`src/rtl/i2c_rxw_pkg.sv`:
```
package i2c_rxw_pkg;
  // Enable bits held by the block.
  typedef struct packed {
    logic stop_ie;
    logic wait_ie;
    logic ack_clk_en;
  } rxw_cfg_t;

  localparam int unsigned CFG_W = $bits(rxw_cfg_t);
endpackage

```
`src/rtl/rxw_cfg_regs.sv`:
```
module rxw_cfg_regs
  import i2c_rxw_pkg::*;
(
  input  logic     clk,
  input  logic     rst,
  input  logic     wr_cfg,
  input  logic     cfg_stop_ie,
  input  logic     cfg_wait_ie,
  input  logic     wr_ctrl,
  input  logic     ctrl_ack_clk,
  output rxw_cfg_t cfg
);
  always_ff @(posedge clk) begin
    if (rst) begin
      cfg <= '0;
    end else begin
      if (wr_cfg) begin
        cfg.stop_ie <= cfg_stop_ie;
        cfg.wait_ie <= cfg_wait_ie;
      end
      if (wr_ctrl) cfg.ack_clk_en <= ctrl_ack_clk;
    end
  end
endmodule

```
`src/rtl/rxw_wait_track.sv`:
```
module rxw_wait_track
  import i2c_rxw_pkg::*;
(
  input  logic     clk,
  input  logic     rst,
  input  rxw_cfg_t cfg,
  input  logic     ev_last_fall,
  input  logic     ev_start,
  input  logic     rx_is_addr,
  input  logic     rx_is_tx,
  input  logic     wr_data,
  input  logic     wr_ctrl,
  input  logic     wr_pend_set,
  output logic     wait_hit,
  output logic     wait_flag,
  output logic     scl_hold
);
  logic rx_data_phase;

  assign rx_data_phase = !rx_is_tx && !rx_is_addr;
  assign wait_hit = ev_last_fall && !ev_start && rx_data_phase &&
                    wait_flag && cfg.wait_ie && cfg.ack_clk_en;

  always_ff @(posedge clk) begin
    if (rst) begin
      wait_flag <= 1'b0;
      scl_hold  <= 1'b0;
    end else begin
      if (ev_start || wr_ctrl)            wait_flag <= 1'b0;
      else if (wr_data && rx_data_phase)  wait_flag <= 1'b1;

      if (ev_start)         scl_hold <= 1'b0;
      else if (wait_hit)    scl_hold <= 1'b1;
      else if (wr_pend_set) scl_hold <= 1'b0;
    end
  end
endmodule

```
`src/rtl/rxw_pend_irq.sv`:
```
module rxw_pend_irq
  import i2c_rxw_pkg::*;
(
  input  logic     clk,
  input  logic     rst,
  input  rxw_cfg_t cfg,
  input  logic     wait_hit,
  input  logic     ev_ack_fall,
  input  logic     ev_stop,
  input  logic     wr_pend_set,
  output logic     pend_n,
  output logic     irq
);
  logic pend_n_nxt;

  always_comb begin
    pend_n_nxt = pend_n;
    if (wait_hit || ev_ack_fall) pend_n_nxt = 1'b0;
    else if (wr_pend_set)        pend_n_nxt = 1'b1;
  end

  always_ff @(posedge clk) begin
    if (rst) begin
      pend_n <= 1'b1;
      irq    <= 1'b0;
    end else begin
      pend_n <= pend_n_nxt;
      irq    <= (pend_n && !pend_n_nxt) || (ev_stop && cfg.stop_ie);
    end
  end
endmodule

```
`src/rtl/i2c_rx_wait_irq.sv`:
```
module i2c_rx_wait_irq
  import i2c_rxw_pkg::*;
(
  input  logic clk,
  input  logic rst,
  input  logic ev_last_fall,
  input  logic ev_ack_fall,
  input  logic ev_start,
  input  logic ev_stop,
  input  logic rx_is_addr,
  input  logic rx_is_tx,
  input  logic wr_data,
  input  logic wr_ctrl,
  input  logic ctrl_ack_clk,
  input  logic wr_pend_set,
  input  logic wr_cfg,
  input  logic cfg_stop_ie,
  input  logic cfg_wait_ie,
  output logic pend_n,
  output logic wait_flag,
  output logic scl_hold,
  output logic irq
);
  rxw_cfg_t cfg;
  logic     wait_hit;

  rxw_cfg_regs u_cfg (
    .clk(clk), .rst(rst), .wr_cfg(wr_cfg), .cfg_stop_ie(cfg_stop_ie),
    .cfg_wait_ie(cfg_wait_ie), .wr_ctrl(wr_ctrl), .ctrl_ack_clk(ctrl_ack_clk),
    .cfg(cfg)
  );

  rxw_wait_track u_wait (
    .clk(clk), .rst(rst), .cfg(cfg), .ev_last_fall(ev_last_fall),
    .ev_start(ev_start), .rx_is_addr(rx_is_addr), .rx_is_tx(rx_is_tx),
    .wr_data(wr_data), .wr_ctrl(wr_ctrl), .wr_pend_set(wr_pend_set),
    .wait_hit(wait_hit), .wait_flag(wait_flag), .scl_hold(scl_hold)
  );

  rxw_pend_irq u_pend (
    .clk(clk), .rst(rst), .cfg(cfg), .wait_hit(wait_hit),
    .ev_ack_fall(ev_ack_fall), .ev_stop(ev_stop), .wr_pend_set(wr_pend_set),
    .pend_n(pend_n), .irq(irq)
  );
endmodule

```
`config.mk`:
```
export PLATFORM = sky130hd
export DESIGN_NAME = i2c_rx_wait_irq
export DESIGN_NICKNAME = d
export VERILOG_FILES = /design/src/rtl/i2c_rxw_pkg.sv /design/src/rtl/rxw_cfg_regs.sv /design/src/rtl/rxw_wait_track.sv /design/src/rtl/rxw_pend_irq.sv /design/src/rtl/i2c_rx_wait_irq.sv
export SDC_FILE = /design/constraint.sdc
export NUM_CORES = 1
export LEC_CHECK = 0
export ABC_AREA = 1
export BUFFER_PORTS_ARGS = -buffer_cell sky130_fd_sc_hd__clkbuf_2
export CORE_AREA = 2 2 39 41
export DETAILED_ROUTE_END_ITERATION = 7
export DIE_AREA = 0 0 41 43
export GPL_TIMING_DRIVEN = 0
export PLACE_DENSITY = 0.59
export SYNTH_ARGS = -nofsm -noshare
export SYNTH_HDL_FRONTEND = slang
export SYNTH_HIERARCHICAL = 1
export SYNTH_SLANG_ARGS = --single-unit
```
`constraint.sdc`:
```
create_clock -name clk -period 1.1 [get_ports clk]
set_input_delay 0.22 -clock clk [delete_from_list [all_inputs] [get_ports clk]]
set_output_delay 0.22 -clock clk [all_outputs]
set_load 0.005 [all_outputs]
```
* Word-level counts from Yosys, hierarchy flattened
Cells that the tools add are included.
** Word-level totals
- Register bits after elaboration :: 7
- Bits of input ports :: 15
- Logic and storage cells :: 30
- Output and inout bits :: 4
** Operators by class
- Reduce and logical (&&, ||, !) cells :: 19
- Mux-type cells :: 4
** Operators with widths (number)
- $logic_and A1 B1 Y1 :: 9
- $logic_not A1 Y1 :: 4
- $mux W1 :: 4
- $reduce_or A2 Y1 :: 2
- $logic_or A1 B1 Y1 :: 3
- $reduce_bool A2 Y1 :: 1

* Depth between registers and ports, before layout
- Depth after elaboration :: 11
- Depth in mapped cells :: 8
- Gate-level depth less buffers :: 8

* Modules after synthesis
Netlist, hierarchy kept.
** Modules (own cells, without submodules)
- rxw_cfg_regs :: area each 120.1 um2, instances 1, seq. area each 60.1 um2, cells each 19
- rxw_wait_track :: area each 117.6 um2, instances 1, seq. area each 40.0 um2, cells each 21
- rxw_pend_irq :: area each 70.1 um2, instances 1, seq. area each 40.0 um2, cells each 9

* Worst setup path after synthesis
No wires, ideal clock.
- Kind :: reg-to-reg
- From :: register u_wait.wait_flag
- To :: register u_pend.pend_n
- Required time :: 0.981 ns
- Cell stages (with the launch flop) :: 8
- Path slack :: 0.252 ns
- Path buffers :: 0
- Arrival :: 0.730 ns
- Clock period less this slack :: 0.848 ns
- Library setup time :: 0.119 ns
- Path through :: dfxtp_1 nand2_1 nor2_1 nand2_1 inv_1 nor2_1 o21ai_0 nand2_1
** On the way
- Word-level cells in the longest chain between the ends :: 5
** RTL lines
- start, declared :: line rxw_wait_track.sv:15 : output logic wait_flag,
- start signal, assigned :: line rxw_wait_track.sv:26 : wait_flag <= 1'b0;
- start signal, assigned :: line rxw_wait_track.sv:29 : if (ev_start || wr_ctrl) wait_flag <= 1'b0;
- start signal, assigned :: line rxw_wait_track.sv:30 : else if (wr_data && rx_data_phase) wait_flag <= 1'b1;
- $logic_and A1 B1 Y1 :: line rxw_wait_track.sv:21 : assign wait_hit = ev_last_fall && !ev_start && rx_data_phase &&
- $logic_and A1 B1 Y1 (2 in a row) :: line rxw_wait_track.sv:22 : wait_flag && cfg.wait_ie && cfg.ack_clk_en;
- via wait_hit :: line i2c_rx_wait_irq.sv:25 : logic wait_hit;
- $logic_or A1 B1 Y1 :: line rxw_pend_irq.sv:18 : if (wait_hit || ev_ack_fall) pend_n_nxt = 1'b0;
- $mux W1 :: line rxw_pend_irq.sv:18
- end signal, assigned :: line rxw_pend_irq.sv:27 : pend_n <= pend_n_nxt;
- end, declared :: line rxw_pend_irq.sv:11 : output logic pend_n,
The timed path passes the listed nets, and every way through them passes these cells.
A chain may end at the register's enable or synchronous reset.

* Worst setup path after layout
- From :: register u_wait.wait_flag
- To :: output wait_flag
** RTL lines
- end, declared :: line i2c_rx_wait_irq.sv:20 : output logic wait_flag,
No word-level cell between the ends.

==> out/qor.yml <==
antenna_cells: 0
max_stage_delay_ns: 0.35
ctsResizeCount: 0
grt_max_degree: 5
relSlewSlack: 0.9054
critPathBufInv: 1
syn_to_final_growth_pct: 44.31
critPathCaptureType: "primary output"
ys.warnings.count: 6
required_ns: 0.88
grt_pass1_wl_mm: 1.000
cp-start-kind: "flip-flop"
drc_errors: 0
status: "finished clean"
crit_family: "flip-flops"
clock-sinks: 7
min_path_type: "input port to flip-flop"
drt_pass1_iterations: 3
htree_levels: 1
drtAntennaViolNets: 0
setup_viol: 0
seq_area_frac_synth: 0.4553
die_h_um: 43
ys_ff_latch: 7
grt_pass1_vias: 312
hold_viol_final: 0
critPathArrivalTime_ns: 0.71
slowest_stage: "dfxtp_1"
clock_latency_ns: 0.24
slew_viol_final: 0
place_hpwl_um: 523
p_leak_nw: 0.2617
p_total_mw: 0.5666
vias: 321
final_common_cell: "clkbuf_2"
syn_avg_cell_area_um2: 6.282
path_clk_slew_ns: 0.05
clk_path_buf_depth: 2
drtIter0Drc: 1
post_cts_buffers: 0
place_congestion: 0.6083
track_usage: 0.08560
ys_types: 9
routed_wl_um: 602
tightest_slew_ns: 0.1405
powerDensity_nw_per_um2: 1276
chipWidth_um: 41
crit_path_cell_trace: "clkbuf_2"
grt-ovfl-total: 0
port_buffers: 18
core_um2: 1384
dieArea_um2: 1763
final_layout_size_suffix_gt1_frac: 0.2958
post-route-period-util: 0.8488
tns_ns: 0
rsz0062_at_grt: "false"
root_buffer: "clkbuf_4"
holdBufCountCts: 0
nets: 87
wl_per_cell_um: 6.920
finalNonFillerCells: 87
start_util: 0.2224
fmax_ghz: 1.071
finClkSkew_ns: 0.001832
numCtsBuffers: 3
utilization: 0.3210
cap_violations: 0
syn_nets: 64
min_period_ns: 0.9337
ir_drop_mv: 0.4650
viasPerCell: 3.690
post-place-ws_ns: 0.1775
rows: 14
setup_slack_ns: 0.1663
netlist_instances: 49
final_cell_mix: "18 x clkbuf_2, 13 x nand2_1, 12 x inv_1, 11 x nor2_1, 7 x dfxtp_1"
worstSetupPathType: "flip-flop to primary output"
cts_tree: "done"
syn_area_um2: 307.8
dpl.cell_count: 83
critPathMaxFanout: 3
io_pins: 19
grt_antenna_before_repair: 0
-- state kept, by name, summed over array words and instances, names as in the netlist --
signal and cells:
u_pend/irq 1, u_pend/pend_n 1, u_wait/scl_hold 1, u_cfg/cfg 3, u_wait/wait_flag 1
-- stage by stage --
stage	hold slack, ns	area (um^2)
2_1_floorplan	0.2891	307.8
3_3_place_gp	0.4436	417.9
3_5_place_dp	0.4461	417.9
4_1_cts	0.1755	444.2
5_1_grt	0.1880	444.2
6_report	0.1866	444.2
-- area by class of cell --
cell class | count | area (um^2)
fillers | 166 | 939.7
multi-input cells | 30 | 122.6
repair buffers | 18 | 90.09
clock buffers | 4 | 26.28
inverters | 12 | 45.04
well taps | 16 | 20.02
flip-flops and latches | 7 | 140.1
-- final timing paths --
| path | startpoint | endpoint | cells after the start | slack (ns) |
|---|---|---|---|---|
| max reg2reg | u_wait/wait_flag$_SDFFE_PP0P_ | u_pend/pend_n$_SDFF_PP1_ | 7 | 0.20 |
| min reg2reg | u_wait/scl_hold$_SDFFE_PP0P_ | u_wait/scl_hold$_SDFFE_PP0P_ | 2 | 0.46 |
| max | u_wait/wait_flag$_SDFFE_PP0P_ | wait_flag | 1 | 0.17 |
| min | rst | u_pend/irq$_SDFF_PP0_ | 2 | 0.19 |
-- report_power, final --
group / internal (mW) / switching [mW] / leakage (nW)
clock: 0.138 / 0.0877 / 0.0150
combinational: 0.0357 / 0.0321 / 0.189
sequential: 0.267 / 0.00589 / 0.0578
-- per-layer routing --
metal	GRT usage	share of wire	vias to the layer above
met5	0	0	-
met4	0.06000	0	0
met3	0.03141	0.093	0
met2	0.1344	0.51	8
met1	0.08766	0.40	126
li1	-	-	187
-- cell usage after synthesis --
cell      n  area, um^2
nand2_1  13       48.80
inv_1    12       45.04
nor2_1   11       41.29
dfxtp_1   7       140.1
a21oi_1   2       10.01
a31oi_1   1       6.260
o21ai_0   1       5.000
o21ai_1   1       5.000
or2_1     1       6.260
-- kinds of logic (layout without fill, tap and decap cells) --
family / count (synthesis) / in the layout / synth area share
AND/OR/NAND/NOR: 25 / 25 / 0.3130
flip-flops: 7 / 7 / 0.4553
AO/OA/AOI/OAI: 5 / 5 / 0.08535
buffers and inverters: 12 / 34 / 0.1463
Power figures use the tool's default switching activity.
